File: src/rtl/quirk_alu_pkg.sv
package quirk_alu_pkg;
    localparam int DATA_W = 8;
    localparam int REG_N  = 16;
    localparam int CODE_W = 4;

    typedef enum logic [CODE_W-1:0] {
        OP_MOV = 4'h0,
        OP_OR  = 4'h1,
        OP_AND = 4'h2,
        OP_XOR = 4'h3,
        OP_ADD = 4'h4,
        OP_SUB = 4'h5,
        OP_SHR = 4'h6,
        OP_RSB = 4'h7,
        OP_SHL = 4'hE
    } alu_op_e;
endpackage

File: src/rtl/quirk_alu_core.sv
module quirk_alu_core
    import quirk_alu_pkg::*;
#(
    parameter int DW = DATA_W
) (
    input  logic [CODE_W-1:0] op_i,
    input  logic [DW-1:0]     vx_i,
    input  logic [DW-1:0]     vy_i,
    input  logic              cfg_clr_i,
    input  logic              cfg_shy_i,
    output logic [DW-1:0]     res_o,
    output logic              res_we_o,
    output logic [DW-1:0]     flag_o,
    output logic              flag_we_o,
    output logic              illegal_o
);
    logic [DW:0]   sum_w;
    logic [DW:0]   dxy_w;
    logic [DW:0]   dyx_w;
    logic [DW-1:0] src_w;

    assign sum_w = {1'b0, vx_i} + {1'b0, vy_i};
    assign dxy_w = {1'b0, vx_i} - {1'b0, vy_i};
    assign dyx_w = {1'b0, vy_i} - {1'b0, vx_i};
    assign src_w = cfg_shy_i ? vy_i : vx_i;

    always_comb begin
        res_o     = vx_i;
        res_we_o  = 1'b0;
        flag_o    = '0;
        flag_we_o = 1'b0;
        illegal_o = 1'b0;
        case (alu_op_e'(op_i))
            OP_MOV: begin
                res_o    = vy_i;
                res_we_o = 1'b1;
            end
            OP_OR: begin
                res_o     = vx_i | vy_i;
                res_we_o  = 1'b1;
                flag_we_o = cfg_clr_i;
            end
            OP_AND: begin
                res_o     = vx_i & vy_i;
                res_we_o  = 1'b1;
                flag_we_o = cfg_clr_i;
            end
            OP_XOR: begin
                res_o     = vx_i ^ vy_i;
                res_we_o  = 1'b1;
                flag_we_o = cfg_clr_i;
            end
            OP_ADD: begin
                res_o     = sum_w[DW-1:0];
                res_we_o  = 1'b1;
                flag_o    = {{(DW-1){1'b0}}, sum_w[DW]};
                flag_we_o = 1'b1;
            end
            OP_SUB: begin
                res_o     = dxy_w[DW-1:0];
                res_we_o  = 1'b1;
                flag_o    = {{(DW-1){1'b0}}, ~dxy_w[DW]};
                flag_we_o = 1'b1;
            end
            OP_RSB: begin
                res_o     = dyx_w[DW-1:0];
                res_we_o  = 1'b1;
                flag_o    = {{(DW-1){1'b0}}, ~dyx_w[DW]};
                flag_we_o = 1'b1;
            end
            OP_SHR: begin
                res_o     = src_w >> 1;
                res_we_o  = 1'b1;
                flag_o    = {{(DW-1){1'b0}}, src_w[0]};
                flag_we_o = 1'b1;
            end
            OP_SHL: begin
                res_o     = src_w << 1;
                res_we_o  = 1'b1;
                flag_o    = {{(DW-1){1'b0}}, src_w[DW-1]};
                flag_we_o = 1'b1;
            end
            default: illegal_o = 1'b1;
        endcase
    end
endmodule

File: src/rtl/quirk_alu_regs.sv
module quirk_alu_regs #(
    parameter int DW   = 8,
    parameter int NREG = 16,
    localparam int AW  = $clog2(NREG)
) (
    input  logic                     clk,
    input  logic                     rst_n,
    input  logic                     host_we_i,
    input  logic [AW-1:0]            host_waddr_i,
    input  logic [DW-1:0]            host_wdata_i,
    input  logic [AW-1:0]            host_raddr_i,
    output logic [DW-1:0]            host_rdata_o,
    input  logic                     res_we_i,
    input  logic [AW-1:0]            res_addr_i,
    input  logic [DW-1:0]            res_data_i,
    input  logic                     flag_we_i,
    input  logic [DW-1:0]            flag_data_i,
    output logic [NREG-1:0][DW-1:0]  file_o
);
    localparam logic [AW-1:0] FLAG_IDX = AW'(NREG - 1);

    logic [NREG-1:0][DW-1:0] file_d, file_q;
    logic [DW-1:0]           rdata_d, rdata_q;

    always_comb begin
        file_d = file_q;
        if (host_we_i) file_d[host_waddr_i] = host_wdata_i;
        if (res_we_i)  file_d[res_addr_i]   = res_data_i;
        if (flag_we_i) file_d[FLAG_IDX]     = flag_data_i;
        rdata_d = file_q[host_raddr_i];
    end

    always_ff @(posedge clk) begin
        if (!rst_n) begin
            file_q  <= '0;
            rdata_q <= '0;
        end else begin
            file_q  <= file_d;
            rdata_q <= rdata_d;
        end
    end

    assign file_o       = file_q;
    assign host_rdata_o = rdata_q;
endmodule

File: src/rtl/quirk_alu.sv
module quirk_alu
    import quirk_alu_pkg::*;
#(
    parameter int DW   = DATA_W,
    parameter int NREG = REG_N,
    localparam int AW  = $clog2(NREG)
) (
    input  logic              clk,
    input  logic              rst_n,
    input  logic              cfg_logic_clr_flag,
    input  logic              cfg_shift_from_y,
    input  logic              op_start,
    input  logic [CODE_W-1:0] op_code,
    input  logic [AW-1:0]     op_x,
    input  logic [AW-1:0]     op_y,
    output logic              op_done,
    output logic              op_illegal,
    input  logic              host_we,
    input  logic [AW-1:0]     host_waddr,
    input  logic [DW-1:0]     host_wdata,
    input  logic [AW-1:0]     host_raddr,
    output logic [DW-1:0]     host_rdata
);
    typedef struct packed {
        logic done;
        logic illegal;
    } ctl_t;

    ctl_t ctl_d, ctl_q;

    logic [NREG-1:0][DW-1:0] regs_w;
    logic [DW-1:0]           res_w, flag_w;
    logic                    res_we_w, flag_we_w, illegal_w;

    quirk_alu_core #(.DW(DW)) i_core (
        .op_i      (op_code),
        .vx_i      (regs_w[op_x]),
        .vy_i      (regs_w[op_y]),
        .cfg_clr_i (cfg_logic_clr_flag),
        .cfg_shy_i (cfg_shift_from_y),
        .res_o     (res_w),
        .res_we_o  (res_we_w),
        .flag_o    (flag_w),
        .flag_we_o (flag_we_w),
        .illegal_o (illegal_w)
    );

    quirk_alu_regs #(.DW(DW), .NREG(NREG)) i_regs (
        .clk          (clk),
        .rst_n        (rst_n),
        .host_we_i    (host_we & ~op_start),
        .host_waddr_i (host_waddr),
        .host_wdata_i (host_wdata),
        .host_raddr_i (host_raddr),
        .host_rdata_o (host_rdata),
        .res_we_i     (op_start & res_we_w),
        .res_addr_i   (op_x),
        .res_data_i   (res_w),
        .flag_we_i    (op_start & flag_we_w),
        .flag_data_i  (flag_w),
        .file_o       (regs_w)
    );

    always_comb begin
        ctl_d.done    = op_start;
        ctl_d.illegal = op_start & illegal_w;
    end

    always_ff @(posedge clk) begin
        if (!rst_n) ctl_q <= '0;
        else        ctl_q <= ctl_d;
    end

    assign op_done    = ctl_q.done;
    assign op_illegal = ctl_q.illegal;
endmodule

File: config.mk
export PLATFORM = sky130hd
export DESIGN_NAME = quirk_alu
export DESIGN_NICKNAME = d
export VERILOG_FILES = /design/src/rtl/quirk_alu_pkg.sv /design/src/rtl/quirk_alu_core.sv /design/src/rtl/quirk_alu_regs.sv /design/src/rtl/quirk_alu.sv
export SDC_FILE = /design/constraint.sdc
export NUM_CORES = 1
export LEC_CHECK = 0
export BUFFER_PORTS_ARGS = -buffer_cell sky130_fd_sc_hd__buf_4
export CELL_PAD_IN_SITES_DETAIL_PLACEMENT = 1
export CELL_PAD_IN_SITES_GLOBAL_PLACEMENT = 2
export CORE_MARGIN = 8
export CORE_UTILIZATION = 45
export DETAILED_ROUTE_END_ITERATION = 16
export GPL_ROUTABILITY_DRIVEN = 1
export PLACE_DENSITY = 0.89
export SYNTH_ARGS = -nofsm -noshare
export SYNTH_HDL_FRONTEND = slang
export SYNTH_SLANG_ARGS = --single-unit
File: constraint.sdc
create_clock -name clk -period 8 [get_ports clk]
set_input_delay 0.8 -clock clk [delete_from_list [all_inputs] [get_ports clk]]
set_output_delay 0.8 -clock clk [all_outputs]
set_load 0.1 [all_outputs]
# After elaboration in Yosys (flattened, before gate mapping)
# Cells that the tools add are included.
word_totals:
  elab_cells: 73
  output_inout_bits: 10
  input_bits: 34
  regBits: 138
op_classes:
  eq_ne: 8
  n_reduce_logical: 6
  bitwise: 10
  n_lt_le_gt_ge: 6
  n_addsub: 3
  muxes: 21
op_table:
  columns: ["operator", "n"]
  rows:
  - ["$bwmux W128", 2]
  - ["$mux W128", 2]
  - ["$bmux W8 S4", 3]
  - ["$pmux W8 S9", 1]
  - ["$demux W8 S4", 2]
  - ["$mux W8", 7]
  - ["$lt A4 B5 Y1 const B", 4]
  - ["$sub A8 B8 Y9", 2]
  - ["$eq A4 B3 Y1 const B", 4]
  - ["$add A8 B8 Y9", 1]
  - ["$reduce_or A9 Y1", 1]
  - ["$and A8 B8 Y8", 1]
  - ["$eq A4 B2 Y1 const B", 2]
  - ["$ge A4 B1 Y1 const B", 2]
  - ["$or A8 B8 Y8", 1]
  - ["$xor A8 B8 Y8", 1]
  - ["$pmux W1 S5", 1]
  - ["$reduce_or A5 Y1", 1]
  - ["$and A1 B1 Y1", 4]
  - ["$eq A4 B1 Y1 const B", 1]
  - ["$eq A4 B4 Y1 const B", 1]
  - ["$logic_not A4 Y1", 1]
  - ["$not A1 Y1", 3]
  - ["$reduce_or A3 Y1", 1]
  - ["3 further kinds", 5]

# Longest topological paths before layout
# Gate-level depths: netlist (run 1).
depth:
  depth_word: 9
  ltp_mapped: 18
  depth_no_buf: 13

# Hierarchy
# A second synthesis (run 1) with hierarchy kept.
hier_totals:
  hier_cells: 1296
  area_unflattened_um2: 11434.7
modules_own_cells:
  columns: ["module", "area_each_um2", "cells_each", "seq_area_each_um2", "instances"]
  rows:
  - ["quirk_alu_regs", 7195.7, 843, 2722.6, 1]
  - ["quirk_alu", 2142.1, 147, 40.0, 1]
  - ["quirk_alu_core", 2097.0, 306, 0.0, 1]

# Worst setup path after synthesis (run 1)
# Ideal clock, no wire load.
synth_timing:
  path_type: "in2reg"
  from: "in op_x[1]"
  to: "reg i_regs.file_q, in the netlist i_regs.file_o[92]"
  slack_ns: 3.391
  arrival_ns: 4.482
  required_time_ns: 7.873
  setup_ns: 0.127
  path_stages: 16
  path_buffers: 4
  path_cell_list: "buf_2 > clkbuf_1 > clkbuf_1 > mux4_1 > a22oi_1 > nand2_1 > ha_1 > fa_1 > a21o_1 > a211o_1 > a311o_1 > o21ai_0 > nand3_1 > a221oi_4 > buf_4 > a21oi_1"
synth_via:
  elab_chain_len: 6
  elab_cells_between_ends: 17
  cone_classes: "add/sub (3); order compare (2); mux (8); bitwise (3); reduce/logical (1)"
synth_lines:
  columns: ["element", "line_no", "rtl"]
  rows:
  - ["start: declaration", "quirk_alu.sv:14", "input logic [AW-1:0] op_x,"]
  - ["$bmux W8 S4, or another cell as far along", "quirk_alu.sv:37", ".vx_i (regs_w[op_x]),"]
  - ["$mux W8 (implied by the code) or $logic_and A1 B1 Y1 (tied branches)", "quirk_alu.sv:37, quirk_alu_regs.sv:28", null]
  - ["$sub A8 B8 Y9, or another cell as far along", "quirk_alu_core.sv:24", "assign dyx_w = {1'b0, vy_i} - {1'b0, vx_i};"]
  - ["$pmux W8 S9 or $demux W8 S4 (tied branches)", null, null]
  - ["$bwmux W128 (*)", "quirk_alu_regs.sv:28", "if (res_we_i) file_d[res_addr_i] = res_data_i;"]
  - ["$mux W128 (*)", "quirk_alu_regs.sv:28", null]
  - ["end signal: assignment", "quirk_alu_regs.sv:38", "file_q <= file_d;"]
  - ["end: declaration", "quirk_alu_regs.sv:22", "logic [NREG-1:0][DW-1:0] file_d, file_q;"]
# Every way passes the cells marked *; elsewhere a longest branch is shown, timed or not. The select of a mux whose other input is x is not followed.
# A chain may end at the register's enable or synchronous reset.

# Worst setup path after layout (run 1)
layout_timing:
  from: "in op_y[0]"
  to: "reg i_regs.file_q, in the netlist i_regs.file_o[30]"
layout_via:
  elab_chain_len: 6
  elab_cells_between_ends: 12
  cone_classes: "add/sub (3); mux (6); bitwise (3)"
layout_lines:
  columns: ["element", "line_no", "rtl"]
  rows:
  - ["start: declaration", "quirk_alu.sv:15", "input logic [AW-1:0] op_y,"]
  - ["$bmux W8 S4 (*)", "quirk_alu.sv:38", ".vy_i (regs_w[op_y]),"]
  - ["$mux W8 (implied by the code) (*)", "quirk_alu.sv:38", null]
  - ["$sub A8 B8 Y9, or another cell as far along", "quirk_alu_core.sv:24", null]
  - ["$pmux W8 S9 (*)", "quirk_alu_core.sv:33", "case (alu_op_e'(op_i))"]
  - ["$bwmux W128 (*)", "quirk_alu_regs.sv:28", null]
  - ["$mux W128 (*)", "quirk_alu_regs.sv:28", null]
# Marked as above.

==> flow_summary.toml, run 1 <==
[synthesis]
synth_edf_count = 0
ys_seq_elements = 138
synth_ff_type = "dfxtp_1"
ys_seq_area_frac = 0.2460
synth_area_um2 = 11230
syn_inst = 1114
ys_warn_count = 0
synthArstFlopShare = 0
syn-num-nets = 1183
syn_avg_cell_area_um2 = 10.08
yosysUniqueCellTypes = 81

[timing]
finalHoldViolations = 0
skew_ns = 0.01103
max_clock_freq_mhz = 205.1
timing.slew.headroom = 0.1261
fin_tns_setup_ns = 0
finalCriticalPeriod_ns = 4.876
final-setup-viol-count = 0
worst_pin_slew_ns = 1.306
period_share = 0.6094
rsz0062_at_grt = "no"
drv_slew = 0
fin_ws_ns = 3.124

[floorplanning]
core_um2 = 24820
start_util = 0.4525
die_area_um2 = 30270
boundaryPins = 44
die_w_um = 174.0
rows = 58
die_h_um = 174.0

[critical_path]
critPathMaxStageDelay_ns = 0.68
r2r_end = "i_regs.file_o[30]"
criticalPathCategory = "input pin to flip-flop"
startpoint = "op_y[0]"
required_ns = 8.29
critPathArrivalTime_ns = 5.16
path_max_fanout = 30
r2r_start = "i_regs.file_o[120]"
slowest_stage = "a211oi_4"
crit_path_start_kind = "input pin"
ff2ff_path_depth = 13
reg2reg_slack_ns = 3.66
endpoint_kind = "flip-flop"
endpoint = "i_regs.file_o[30]"
cpMostUsedCell = "mux2i_1"
crit_chain = "buf_4 > mux4_2 > mux2i_1 > mux2i_1 > inv_1 > ha_1 > fa_1 > or2_2 > a221oi_1 > nor4_1 > a31oi_1 > o211ai_1 > a211oi_4 > a211oi_1"

[grt]
grt_first_pass_wirelength_mm = 65.64
grt_pass1_vias = 10575
grt-ovfl-total = 0
grt_max_degree = 98
grt_antenna_before_repair = 0
grt_usage = 0.2845

[status]
status = "completed"

[cts]
hold_buffers = 0
clk_path_buf_depth = 2
cts_setup_buffers = 0
clk_pin_slew_ns = 0.06
clk_latency_ns = 0.45
cts.sinks = 138
cts_resized = 0
cts-root-buf = "clkbuf_16"
cts_tree = "yes"
numCtsBuffers = 17
htree_levels = 4

[route]
vias = 10161
antenna_left = 0
first_pass_iters = 6
wl_mm = 43.55
first_iter_violations = 1114
via_per_inst = 7.066
post_drt_wl_per_cell_um = 30.28
drcViolationCount = 0

[pwr]
power_density_nw_per_um2 = 158.3
cellLeakagePower_nw = 4.849
ir_drop_v = 0.0001308

[placement]
dp_slack_ns = 2.768
dp_hpwl_mm = 28.61
port-buffer-count = 43
post_dp_cell_area_um2 = 11630
place_congestion = 0.8934

[layout]
drive_gt1_frac = 0.2861
fin_area_um2 = 12280
areaGrowthSynthToFinish_pct = 9.347
final_util = 0.4948
num_antenna_cells = 0
fin_nets = 1164

[min_path]
hold_class = "flip-flop to flip-flop"

[job]
maxCapViolCount = 0
-- cell usage in the layout (no fill, tap or decap), types with 3 or more instances in the layout --
cell type | Yosys | routed
o21ai_0 | 114 | 114
bufinv_16 | 0 | 4
and2_1 | 13 | 13
inv_6 | 0 | 4
a211oi_1 | 30 | 30
nor2_1 | 44 | 43
mux2_2 | 108 | 108
nor3_1 | 14 | 14
nand2_1 | 54 | 54
nor4_1 | 3 | 3
nor2b_1 | 19 | 19
a21oi_1 | 138 | 138
ha_1 | 32 | 32
o21bai_1 | 6 | 6
clkbuf_16 | 0 | 17
dfxtp_1 | 138 | 138
and3_1 | 9 | 9
a31oi_1 | 3 | 3
nand3_1 | 6 | 6
nand2b_1 | 11 | 11
a22oi_1 | 8 | 8
mux2i_1 | 31 | 31
o221ai_1 | 4 | 4
o21a_1 | 9 | 9
xnor2_1 | 3 | 3
o211a_1 | 7 | 7
inv_1 | 28 | 28
clkbuf_8 | 0 | 3
mux4_2 | 93 | 93
o211ai_1 | 3 | 3
buf_4 | 6 | 65
fa_1 | 3 | 3
mux4_1 | 20 | 20
-- synth_stat cells, types with 11 or more instances --
library cell / number / share of area
and2_1: 13 / 0.0072
o21ai_0: 114 / 0.051
mux4_1: 20 / 0.047
nor2_1: 44 / 0.015
clkbuf_1: 70 / 0.023
dfxtp_1: 138 / 0.25
inv_1: 28 / 0.0094
nand2_1: 54 / 0.018
a211oi_1: 30 / 0.020
nor2b_1: 19 / 0.011
a21oi_1: 138 / 0.061
mux2_2: 108 / 0.11
ha_1: 32 / 0.036
nor3_1: 14 / 0.0062
nand2b_1: 11 / 0.0061
mux4_2: 93 / 0.19
mux2i_1: 31 / 0.028
-- cell type report --
cell class	instances	area, µm²
Clock inverter	12	182.7
Tap cell	330	412.9
Timing Repair Buffer	65	488.0
Clock buffer	20	466.7
Inverter	28	105.1
Sequential cell	138	2763
Fill cell	2749	12540
Multi-Input combinational cell	845	7863
-- cells by family (layout without fill, tap and decap cells) --
group / after synthesis / after routing / share of synthesized area
adders and majority gates: 35 / 35 / 0.04100
xor gates and xnor gates: 3 / 3 / 0.002340
muxes: 252 / 252 / 0.3692
buffers and inverters: 131 / 125 / 0.05459
AOI/OAI and AO/OA: 363 / 363 / 0.1994
DFF: 138 / 138 / 0.2460
and+or+nand+nor: 192 / 192 / 0.08746
-- per-stage QoR --
step                total power, mW  hold WS, ns  cells
floorplan                    0.9605       0.5991   1114
global placement              1.045       0.6429   1406
detailed placement            1.053       0.6712   1406
CTS                           1.943       0.6926   1438
global route                  2.001       0.7145   1438
finish                        1.945       0.6994   1438
-- flip-flops by register name, summed over array words and instances, names as in the netlist --
register / flops
op_illegal: 1
i_regs.file_o: 128
i_regs.host_rdata_o: 8
op_done: 1
-- power breakdown --
group	total (mW)	internal, mW	switching (mW)	leakage, nW
registers	0.717	0.702	0.0157	1.12
logic	0.330	0.121	0.209	3.41
clock network	0.897	0.551	0.346	0.322
-- critical path, delay by kind of cell --
kind                     cells  cell delay (ns)
AO/OA/AOI/OAI                5             1.60
adder cells (fa/ha/maj)      2             0.78
AND/OR/NAND/NOR              2             0.38
buffers and inverters        2             0.68
multiplexers                 3             0.90
-- how the worst min path moves through the flow --
stage | startpoint | end | depth (start not counted)
global placement | i_regs.file_o[18] | i_regs.file_o[18] | 2
global route | rst_n | i_regs.file_o[40] | 2
finish | i_regs.file_o[88] | i_regs.file_o[88] | 3
CTS | i_regs.file_o[96] | i_regs.file_o[96] | 3
floorplan | i_regs.file_o[56] | i_regs.file_o[56] | 3
detailed placement | i_regs.file_o[88] | i_regs.file_o[88] | 3
-- routing by layer --
metal / vias to the layer above / routed length, µm / global-route usage
met2: 550 / 20760 / 0.4701
met4: 0 / 2888 / 0.1806
li1: 4285 / - / -
met5: - / 0 / 0
met1: 5133 / 16770 / 0.3333
met3: 193 / 3120 / 0.05923
Power figures use the tool's default switching activity.
==> run 2: changes to the inputs <==
--- a/config.mk
+++ b/config.mk
@@ -9,10 +9,10 @@
 export CELL_PAD_IN_SITES_DETAIL_PLACEMENT = 1
 export CELL_PAD_IN_SITES_GLOBAL_PLACEMENT = 2
 export CORE_MARGIN = 8
-export CORE_UTILIZATION = 45
+export CORE_UTILIZATION = 42
 export DETAILED_ROUTE_END_ITERATION = 16
 export GPL_ROUTABILITY_DRIVEN = 1
-export PLACE_DENSITY = 0.89
+export PLACE_DENSITY = 0.84
 export SYNTH_ARGS = -nofsm -noshare
 export SYNTH_HDL_FRONTEND = slang
 export SYNTH_SLANG_ARGS = --single-unit
==> constraint.sdc (replaced) <==
create_clock -name clk -period 4.5 [get_ports clk]
set_input_delay 0.45 -clock clk [delete_from_list [all_inputs] [get_ports clk]]
set_output_delay 0.45 -clock clk [all_outputs]
set_load 0.1 [all_outputs]
==> flow_summary.toml, run 2 (same netlist as run 1, synthesis figures left out) <==
[timing]
max_clock_freq_mhz = 240.1
timing.slew.headroom = 0.1498
fin_tns_setup_ns = 0
drv_slew = 0
hold_slack_ns = 0.4032
worst_pin_slew_ns = 1.271
finalHoldViolations = 0
period_share = 0.9256
fin_ws_ns = 0.3347
finalCriticalPeriod_ns = 4.165
final-setup-viol-count = 0
rsz0062_at_grt = "no"
skew_ns = 0.01201

[critical_path]
cpMostUsedCell = "buf_4"
critPathMaxStageDelay_ns = 0.61
critPathBufInv = 3
crit_chain = "buf_4 > mux4_1 > a22oi_1 > nand2_1 > ha_1 > fa_1 > or2_2 > a221oi_1 > buf_4 > nor4_1 > a31oi_1 > o211ai_1 > a211oi_4 > buf_12 > a211oi_1"
r2r_start = "i_regs.file_o[64]"
critPathArrivalTime_ns = 4.44
crit_path_start_kind = "input pin"
slowest_stage = "mux4_1"
criticalPathCategory = "input pin to flip-flop"
endpoint_kind = "flip-flop"
r2r_end = "i_regs.file_o[110]"
ff2ff_path_depth = 14
cp_top_family = "compound AO/OA/AOI/OAI gates"
required_ns = 4.77
path_max_fanout = 17
reg2reg_slack_ns = 0.44

[grt]
grt_usage = 0.2697
grt_max_degree = 110
grt_antenna_before_repair = 0
grt-ovfl-total = 0
grt_first_pass_wirelength_mm = 67.30
grt_pass1_vias = 10622

[min_path]
hold_path.startpoint = "op_start"
hold_class = "input pin to flip-flop"
min_to = "op_done"
hold_depth = 2

[status]
status = "completed"

[job]
maxCapViolCount = 0

[route]
first_iter_violations = 1048
vias = 10186
first_pass_iters = 7
wl_mm = 43.92
via_per_inst = 6.896
post_drt_wl_per_cell_um = 29.74
drcViolationCount = 0
antenna_left = 0

[floorplanning]
boundaryPins = 44
die_w_um = 179.5
core_um2 = 26580
start_util = 0.4226
die_area_um2 = 32230
die_h_um = 179.5
rows = 60

[placement]
place_congestion = 0.9357
dp_hpwl_mm = 29.84
dp_slack_ns = 0.03208
port-buffer-count = 43

[layout]
num_antenna_cells = 0
mostFrequentLayoutCells = "138 x a21oi_1, 138 x dfxtp_1, 114 x o21ai_0"
fillers = 2956
drive_gt1_frac = 0.3028
largest_reg_flops = 128
areaGrowthSynthToFinish_pct = 11.36
fin_nets = 1193

[cts]
cts_tree = "yes"
clk_path_buf_depth = 2
cts.sinks = 138
cts_setup_buffers = 0
cts_resized = 0
numCtsBuffers = 17
clk_pin_slew_ns = 0.07
htree_levels = 4
cts-root-buf = "clkbuf_16"
clk_latency_ns = 0.43
hold_buffers = 0

[pwr]
power_density_nw_per_um2 = 271.7
ir_drop_v = 0.0002313
cellLeakagePower_nw = 4.974
power.total_mw = 3.399
-- run 2: changes by cell type in the layout (fill, tap and decap cells not counted), sizes merged --
cell      previous run  this run
buf                 65        94
clkbuf              20        17
clkinvlp             0         3
clkinv               4         6
inv                 32        30
bufinv               4         3
-- run 2: area by class of cell --
cell class / instances / area [µm²] / area share
clock buffers: 17 / 425.4 / 0.03401
clock inverters: 14 / 171.4 / 0.01371
inverters: 28 / 105.1 / 0.008403
multi-input cells: 845 / 7860 / 0.6285
flip-flops and latches: 138 / 2763 / 0.2209
well taps: 341 / 426.7 / 0.03411
repair buffers: 94 / 755.7 / 0.06042
-- run 2: worst max path at each step --
stage | start | end | slack [ns] | cells past startpoint
after global placement | op_x[0] | i_regs.file_o[30] | 0.06 | 15
after detailed placement | op_y[0] | i_regs.file_o[110] | 0.03 | 14
after CTS | op_y[0] | i_regs.file_o[110] | 0.43 | 14
final | op_x[0] | i_regs.file_o[110] | 0.33 | 15
after floorplan | op_x[1] | i_regs.file_o[92] | 0.24 | 16
after global routing | op_y[0] | i_regs.file_o[110] | 0.22 | 14
-- run 2: per-layer routing --
layer | global-route usage | routed length, µm | up-vias
li1 | - | - | 4335
met1 | 0.3177 | 17210 | 5188
met2 | 0.4515 | 20900 | 495
met3 | 0.05887 | 3106 | 168
met4 | 0.1514 | 2707 | 0
met5 | 0 | 0 | -
-- run 2: through the flow --
step,cells,utilization,cell area (µm²)
floorplan,1114,-,11230
global placement,1446,0.4482,11910
detailed placement,1446,0.4482,11910
CTS,1477,0.4706,12510
global route,1477,0.4706,12510
finish,1477,0.4706,12510
-- run 2: report_power, final --
group	total (mW)	switching (mW)	internal [mW]
Sequential	1.28	0.0284	1.25
Clock	1.49	0.620	0.872
Combinational	0.631	0.384	0.247
Total	3.40	1.03	2.37
